==> config.mk <==
export PLATFORM = sky130hd
export DESIGN_NAME = fwdu_top
export DESIGN_NICKNAME = d
export VERILOG_FILES = /design/src/rtl/fwdu_pkg.sv /design/src/rtl/fwdu_hit.sv /design/src/rtl/fwdu_pick.sv /design/src/rtl/fwdu_opmux.sv /design/src/rtl/fwdu_top.sv
export SDC_FILE = /design/constraint.sdc
export NUM_CORES = 1
export LEC_CHECK = 0
export ABC_AREA = 1
export CAP_MARGIN = 20
export CORE_MARGIN = 8
export CORE_UTILIZATION = 33
export DETAILED_ROUTE_END_ITERATION = 6
export GPL_TIMING_DRIVEN = 1
export MAX_ROUTING_LAYER = met4
export PLACE_DENSITY = 0.95
export REMOVE_ABC_BUFFERS = 1
export SYNTH_ARGS = -nofsm -noshare
export SYNTH_HDL_FRONTEND = slang
export SYNTH_SLANG_ARGS = --single-unit
==> constraint.sdc <==
create_clock -name vclk -period 2.9
set_clock_uncertainty 0.2 [all_clocks]
set_input_delay 0.58 -clock vclk [all_inputs]
set_output_delay 0.58 -clock vclk [all_outputs]
set_load 0.03 [all_outputs]
==> src/rtl/fwdu_pkg.sv <==
package fwdu_pkg;

    // Select encoding seen by the operand multiplexers.
    typedef enum logic [1:0] {
        SEL_RF    = 2'b00,
        SEL_WB    = 2'b01,
        SEL_MEM   = 2'b10,
        SEL_UNUSED = 2'b11
    } fwd_sel_e;

    localparam int NUM_OPND = 2;

endpackage

==> src/rtl/fwdu_hit.sv <==
module fwdu_hit #(
    parameter int REG_AW = 5
) (
    input  logic              wen,
    input  logic [REG_AW-1:0] dst,
    input  logic [REG_AW-1:0] src,
    output logic              hit
);

    logic dst_live;

    // Register 0 is hardwired; a write to it carries nothing worth forwarding.
    always_comb begin
        dst_live = (dst != '0);
        hit      = wen && dst_live && (dst == src);
    end

endmodule

==> src/rtl/fwdu_pick.sv <==
module fwdu_pick
    import fwdu_pkg::*;
(
    input  logic     mem_hit,
    input  logic     wb_hit,
    output fwd_sel_e sel
);

    // The younger producer (execute/memory) wins over memory/write-back.
    always_comb begin
        unique case ({mem_hit, wb_hit})
            2'b00:   sel = SEL_RF;
            2'b01:   sel = SEL_WB;
            2'b10:   sel = SEL_MEM;
            2'b11:   sel = SEL_MEM;
            default: sel = SEL_RF;
        endcase
    end

    always_comb begin
        if (wb_hit && !mem_hit) begin
            assert_wb_only_R3: assert (sel == SEL_WB);
        end
        assert_no_code11_R8: assert (sel != SEL_UNUSED);
    end

endmodule

==> src/rtl/fwdu_opmux.sv <==
module fwdu_opmux
    import fwdu_pkg::*;
#(
    parameter int DATA_W = 32
) (
    input  fwd_sel_e          sel,
    input  logic [DATA_W-1:0] rf_val,
    input  logic [DATA_W-1:0] mem_val,
    input  logic [DATA_W-1:0] wb_val,
    output logic [DATA_W-1:0] opnd
);

    always_comb begin
        unique case (sel)
            SEL_MEM: opnd = mem_val;
            SEL_WB:  opnd = wb_val;
            default: opnd = rf_val;   // SEL_RF and the unused code
        endcase
    end

    always_comb begin
        if (sel == SEL_RF) begin
            assert_rf_pass_R1: assert (opnd == rf_val);
        end
    end

endmodule

==> src/rtl/fwdu_top.sv <==
module fwdu_top
    import fwdu_pkg::*;
#(
    parameter int REG_AW = 5,
    parameter int DATA_W = 32
) (
    input  logic [REG_AW-1:0] ex_src_a,
    input  logic [REG_AW-1:0] ex_src_b,
    input  logic              mem_wen,
    input  logic [REG_AW-1:0] mem_dst,
    input  logic              wb_wen,
    input  logic [REG_AW-1:0] wb_dst,
    input  logic [DATA_W-1:0] rf_val_a,
    input  logic [DATA_W-1:0] rf_val_b,
    input  logic [DATA_W-1:0] mem_val,
    input  logic [DATA_W-1:0] wb_val,
    output logic [1:0]        sel_a,
    output logic [1:0]        sel_b,
    output logic [DATA_W-1:0] opnd_a,
    output logic [DATA_W-1:0] opnd_b
);

    logic [NUM_OPND-1:0][REG_AW-1:0] src_v;
    logic [NUM_OPND-1:0][DATA_W-1:0] rf_v;
    logic [NUM_OPND-1:0][DATA_W-1:0] opnd_v;
    fwd_sel_e                        sel_v [NUM_OPND];

    assign src_v[0] = ex_src_a;
    assign src_v[1] = ex_src_b;
    assign rf_v[0]  = rf_val_a;
    assign rf_v[1]  = rf_val_b;

    // One identical decision slice per ALU operand.
    generate
        for (genvar g = 0; g < NUM_OPND; g++) begin : g_opnd
            logic mem_hit;
            logic wb_hit;

            fwdu_hit #(.REG_AW(REG_AW)) u_mem_hit (
                .wen (mem_wen),
                .dst (mem_dst),
                .src (src_v[g]),
                .hit (mem_hit)
            );

            fwdu_hit #(.REG_AW(REG_AW)) u_wb_hit (
                .wen (wb_wen),
                .dst (wb_dst),
                .src (src_v[g]),
                .hit (wb_hit)
            );

            fwdu_pick u_pick (
                .mem_hit (mem_hit),
                .wb_hit  (wb_hit),
                .sel     (sel_v[g])
            );

            fwdu_opmux #(.DATA_W(DATA_W)) u_mux (
                .sel     (sel_v[g]),
                .rf_val  (rf_v[g]),
                .mem_val (mem_val),
                .wb_val  (wb_val),
                .opnd    (opnd_v[g])
            );
        end
    endgenerate

    assign sel_a  = sel_v[0];
    assign sel_b  = sel_v[1];
    assign opnd_a = opnd_v[0];
    assign opnd_b = opnd_v[1];

    // Port-level checks against the input conditions.
    always_comb begin
        if (mem_wen && (mem_dst != '0) && (mem_dst == ex_src_a)) begin
            assert_mem_first_a_R2: assert (sel_a == 2'b10 && opnd_a == mem_val);
        end
        if (mem_wen && (mem_dst != '0) && (mem_dst == ex_src_b)) begin
            assert_mem_first_b_R4: assert (sel_b == 2'b10 && opnd_b == mem_val);
        end
        if (!mem_wen && !wb_wen) begin
            assert_idle_stages_R6: assert (sel_a == 2'b00 && sel_b == 2'b00);
        end
        if (ex_src_a == '0) begin
            assert_zero_reg_R5: assert (sel_a == 2'b00 && opnd_a == rf_val_a);
        end
        if (ex_src_a == ex_src_b) begin
            assert_same_src_R7: assert (sel_a == sel_b);
        end
    end

endmodule

### Yosys cells after proc, flatten, opt, wreduce, memory -nomap -nowiden

Index checks and enable logic that the tools add are counted.

| word-level totals | value |
|---|---|
| register bits after elaboration | 0 |
| input port bits | 150 |
| output and inout port bits | 68 |

| operators by class | value |
|---|---|
| eq/ne operators | 14 |
| mux-type cells | 4 |
| reductions and logical operators | 12 |

Operators with widths:

| cell | number |
|---|---|
| $pmux 32 s2 | 2 |
| $eq 5x5->1 | 4 |
| $eq 2x2->1 const B | 6 |
| $pmux 2 s3 | 2 |
| $reduce_bool 5->1 | 2 |
| $eq 2x1->1 const B | 4 |
| $logic_and 1x1->1 | 6 |
| $logic_not 2->1 | 2 |
| $reduce_or 2->1 | 2 |

### Depth between registers and ports, before layout

| depth | value |
|---|---|
| depth in word-level cells | 8 |
| depth in mapped cells | 10 |
| gate-level depth less buffers | 9 |

### Modules after synthesis

From an unflattened synthesis, not the netlist that was laid out.

| unflattened totals | value |
|---|---|
| cell total of the unflattened synthesis | 542 |
| area, all modules | 2244.7 µm² |

Modules (own cells, without submodules):

| module | instances | cells an instance | area an instance (µm²) |
|---|---|---|---|
| fwdu_opmux | 2 | 210 | 878.3 |
| fwdu_hit | 4 | 29 | 116.4 |
| fwdu_pick | 2 | 3 | 11.3 |

### Worst setup path before layout

Ideal clock, no wire load.

| timing path | value |
|---|---|
| path kind | input to output |
| start | in wb_dst[4] |
| end | out sel_a[0] |
| arrival time | 1.706 ns |
| required time | 2.120 ns |
| path slack | 0.414 ns |
| cell stages on the path | 5 |
| buffers on the path | 1 |
| cell sequence | xnor2_1 nor2b_1 nand3_4 buf_6 nor2_1 |

| between the ends | value |
|---|---|
| word-level cells in the longest chain between the ends | 6 |

RTL lines:

| item | RTL line | text |
|---|---|---|
| start, declared | fwdu_top.sv:12 | `input logic [REG_AW-1:0] wb_dst,` |
| $reduce_bool 5->1 | fwdu_hit.sv:14 | `dst_live = (dst != '0);` |
| $logic_and 1x1->1 | fwdu_hit.sv:15 | `hit = wen && dst_live && (dst == src);` |
| $logic_and 1x1->1 * | fwdu_hit.sv:15 |  |
| $eq 2x2->1 | fwdu_pick.sv:11 | `unique case ({mem_hit, wb_hit})` |
| $reduce_or 2->1 (no source line) | n/a |  |
| $pmux 2 s3 * | fwdu_pick.sv:11 |  |
| end, declared | fwdu_top.sv:17 | `output logic [1:0] sel_a,` |

Every way passes the cells marked *; elsewhere a longest branch is shown, timed or not.

### Worst setup path in the final report

| timing path | value |
|---|---|
| start | in ex_src_b[2] |
| end | out opnd_b[4] |

| between the ends | value |
|---|---|
| word-level cells in the longest chain between the ends | 7 |

RTL lines:

| item | RTL line | text |
|---|---|---|
| start, declared | fwdu_top.sv:8 | `input logic [REG_AW-1:0] ex_src_b,` |
| $eq 5x5->1 | fwdu_hit.sv:15 |  |
| $logic_and 1x1->1 | fwdu_hit.sv:15 |  |
| $eq 2x2->1 | fwdu_pick.sv:11 |  |
| $reduce_or 2->1 (no source line) | n/a |  |
| $pmux 2 s3 * | fwdu_pick.sv:11 |  |
| $eq 2x1->1 / $eq 2x2->1 (equally long branches) | fwdu_opmux.sv:14 | `unique case (sel)` |
| $pmux 32 s2 * | fwdu_opmux.sv:14 |  |
| end, declared | fwdu_top.sv:20 | `output logic [DATA_W-1:0] opnd_b` |

Marked as above.

==> results.md <==
* Status: completed
* Gate Count Post-Synth at 387
* Final core utilization at between 70% and 80%
* Yosys Warn Count at 0
* Initial antenna violation count at 0
* Net Switching at about 360 uW
* Finished layout cell area at 4626 sq um
* Worst rel slew slack at ~85%
* Final wirelength at 13.63 mm
* Min Hold Slack at 1.615 ns
* Flop pwr share at 0%
* Clk_buf instances at 0
* Routed wire per std cell at 19.96 um
* Peak VDD IR at 0.0001217 V
* Die Wd at roughly 95 um
* ANT cells at 0
* Die height at 95.26 um
* Net Sw Frac at roughly half
* Placed cell count at 674
* Ports at 218
* Via density per instance at 5.657
* Syn Area/Cell at about 5.4 sq um
* Remaining Overflow, GRT at 0
* Cell taking the most area after synthesis: nand3_1
* Synth top area share at ~44%
* Initial Util at 33.41%
* Seq_cells at 0
* Most frequent cells in the layout: nand3_1 (167), clkdlybuf4s50_1 (130), nand2_1 (105)
* First-pass GRT wire length at 19.63 mm
* Fin nets at 758
* Power share of the combinational group at 100.0%
* Post-DP HPWL at between 10 and 15 mm
* Seq/Total Area, Yosys at 0%
* Final Setup Violations at 0
* Vias in the first global route at 3744
* Top cells by area, synth: nand3_1 (44%), nand2_1 (19%), buf_6 (9.8%)
* CP Data Required Time at 2.12 ns
* CP Max Fanout at 9
* Detailed router's first-iteration violation count at 307
* Pins Over Slew Limit at 0
* Via count at ~3900
* Die area at 9074 sq um
* Port Buffers at 218
* Max_cap viols at 0
* Internal cell power at 374.0 uW
* Final Hold Fails at 0
* Most common cell after layout, fill and taps aside: nand3_1
* Overall routing resource usage at 27.84%
* Clock group share of total power at 0%
* Yosys cell types at 18
* HP Class: input pin to output pin
* DRT antenna net count at 0
* Crit end category: output pin
* Critical path class: input pin to output pin
* Achievable Freq at 350.3 MHz
* Largest net degree at the start of global routing at 39
* # fillers at approximately 460
* Arr. time, crit path at 2.07 ns
* PwrDens at 159.1 nW/um^2
* Final Cycle Share at 98.43%
* Final cell count without fillers at 683
* Core Footprint at 6205 sq um
* Post-route DRC at 0
* LEAKAGE at around 2.1 nW
* P&R area growth vs syn at 123.1%
* Post-Syn Area at 2073 sq um
* Placed cell areas at 4267 sq um
* Crit path time final at 2.854 ns
* Startpoint types: input pin
* Layout cells sized above 1 at 26.40%
* Worst-margin pin slew at 0.2188 ns
* Row cnt at 29
* Register Area at 0 sq um
* Routability Congestion at 0.9408
* DRT Pass-1 Iters at 5
metal layers:
layer	track usage (%)	vias to the layer above	wire length (um)
met2	46.38	263	6540
met4	15.34	0	828
met5	-	-	0
li1	-	1762	-
met3	6.142	62	1413
met1	30.09	1777	4848
Yosys cell counts:
master,n
buf_2,8
buf_4,4
buf_6,18
clkbuf_8,2
inv_1,10
inv_2,7
nand2_1,105
nand2_2,1
nand3_1,182
nand3_2,15
nand3_4,2
nand3b_1,1
nor2_1,14
nor2_2,2
nor2_4,2
nor2b_1,2
xnor2_1,6
xor2_1,6
final timing paths:
kind                        start  cells after the start        end
worst max-delay path  ex_src_b[2]                     11  opnd_b[4]
worst min-delay path  ex_src_a[0]                      7   sel_a[0]
critical path, cell delays in order:
cell and delay [ns]:
dlygate4sd2_1 0.27, inv_1 0.07, nand2_1 0.06, nand2_1 0.09
nor2_1 0.15, nand3_2 0.11, nor2_4 0.13, bufbuf_16 0.29
nand3_1 0.08, nand3_1 0.10, buf_6 0.15
cells by family after synthesis:
kind of cell | after synthesis | synth area share [%]
XOR/XNOR | 12 | 5.069
buffers and inverters | 49 | 17.56
AND/OR/NAND/NOR | 326 | 77.37
through the flow:
stage	total power [mW]	worst slack, ns	TNS [ns]
3_3_place_gp	0.6779	-0.1623	-7.621
3_5_place_dp	0.6889	-0.2276	-10.21
5_1_grt	0.7758	-0.07336	-1.055
2_1_floorplan	0.2842	-1.194	-60.72
4_1_cts	0.7108	0.03576	0
6_report	0.7358	0.04559	0
cell type report:
class / count / area [sq um] / area share, %
Multi-Input combinational cell: 338 / 1832 / 39.60
Inverter: 17 / 68.82 / 1.488
Timing Repair Buffer: 251 / 2629 / 56.83
Tap cell: 77 / 96.34 / 2.083
power by group through the flow:
stage / logic [mW] / clock network (mW) / registers (mW)
finish: 0.736 / 0 / 0
global route: 0.776 / 0 / 0
CTS: 0.711 / 0 / 0
detailed placement: 0.689 / 0 / 0
global placement: 0.678 / 0 / 0
floorplan: 0.284 / 0 / 0
what timing repair did:
action | in CTS | in global routing
gates cloned | 3 | 1
setup endpoints to repair | 68 | 64
hold buffers | 0 | 0
setup buffers | 4 | 1
pin swaps | 5 | 8
gates resized for setup | 55 | 40
Power figures use the tool's default switching activity.
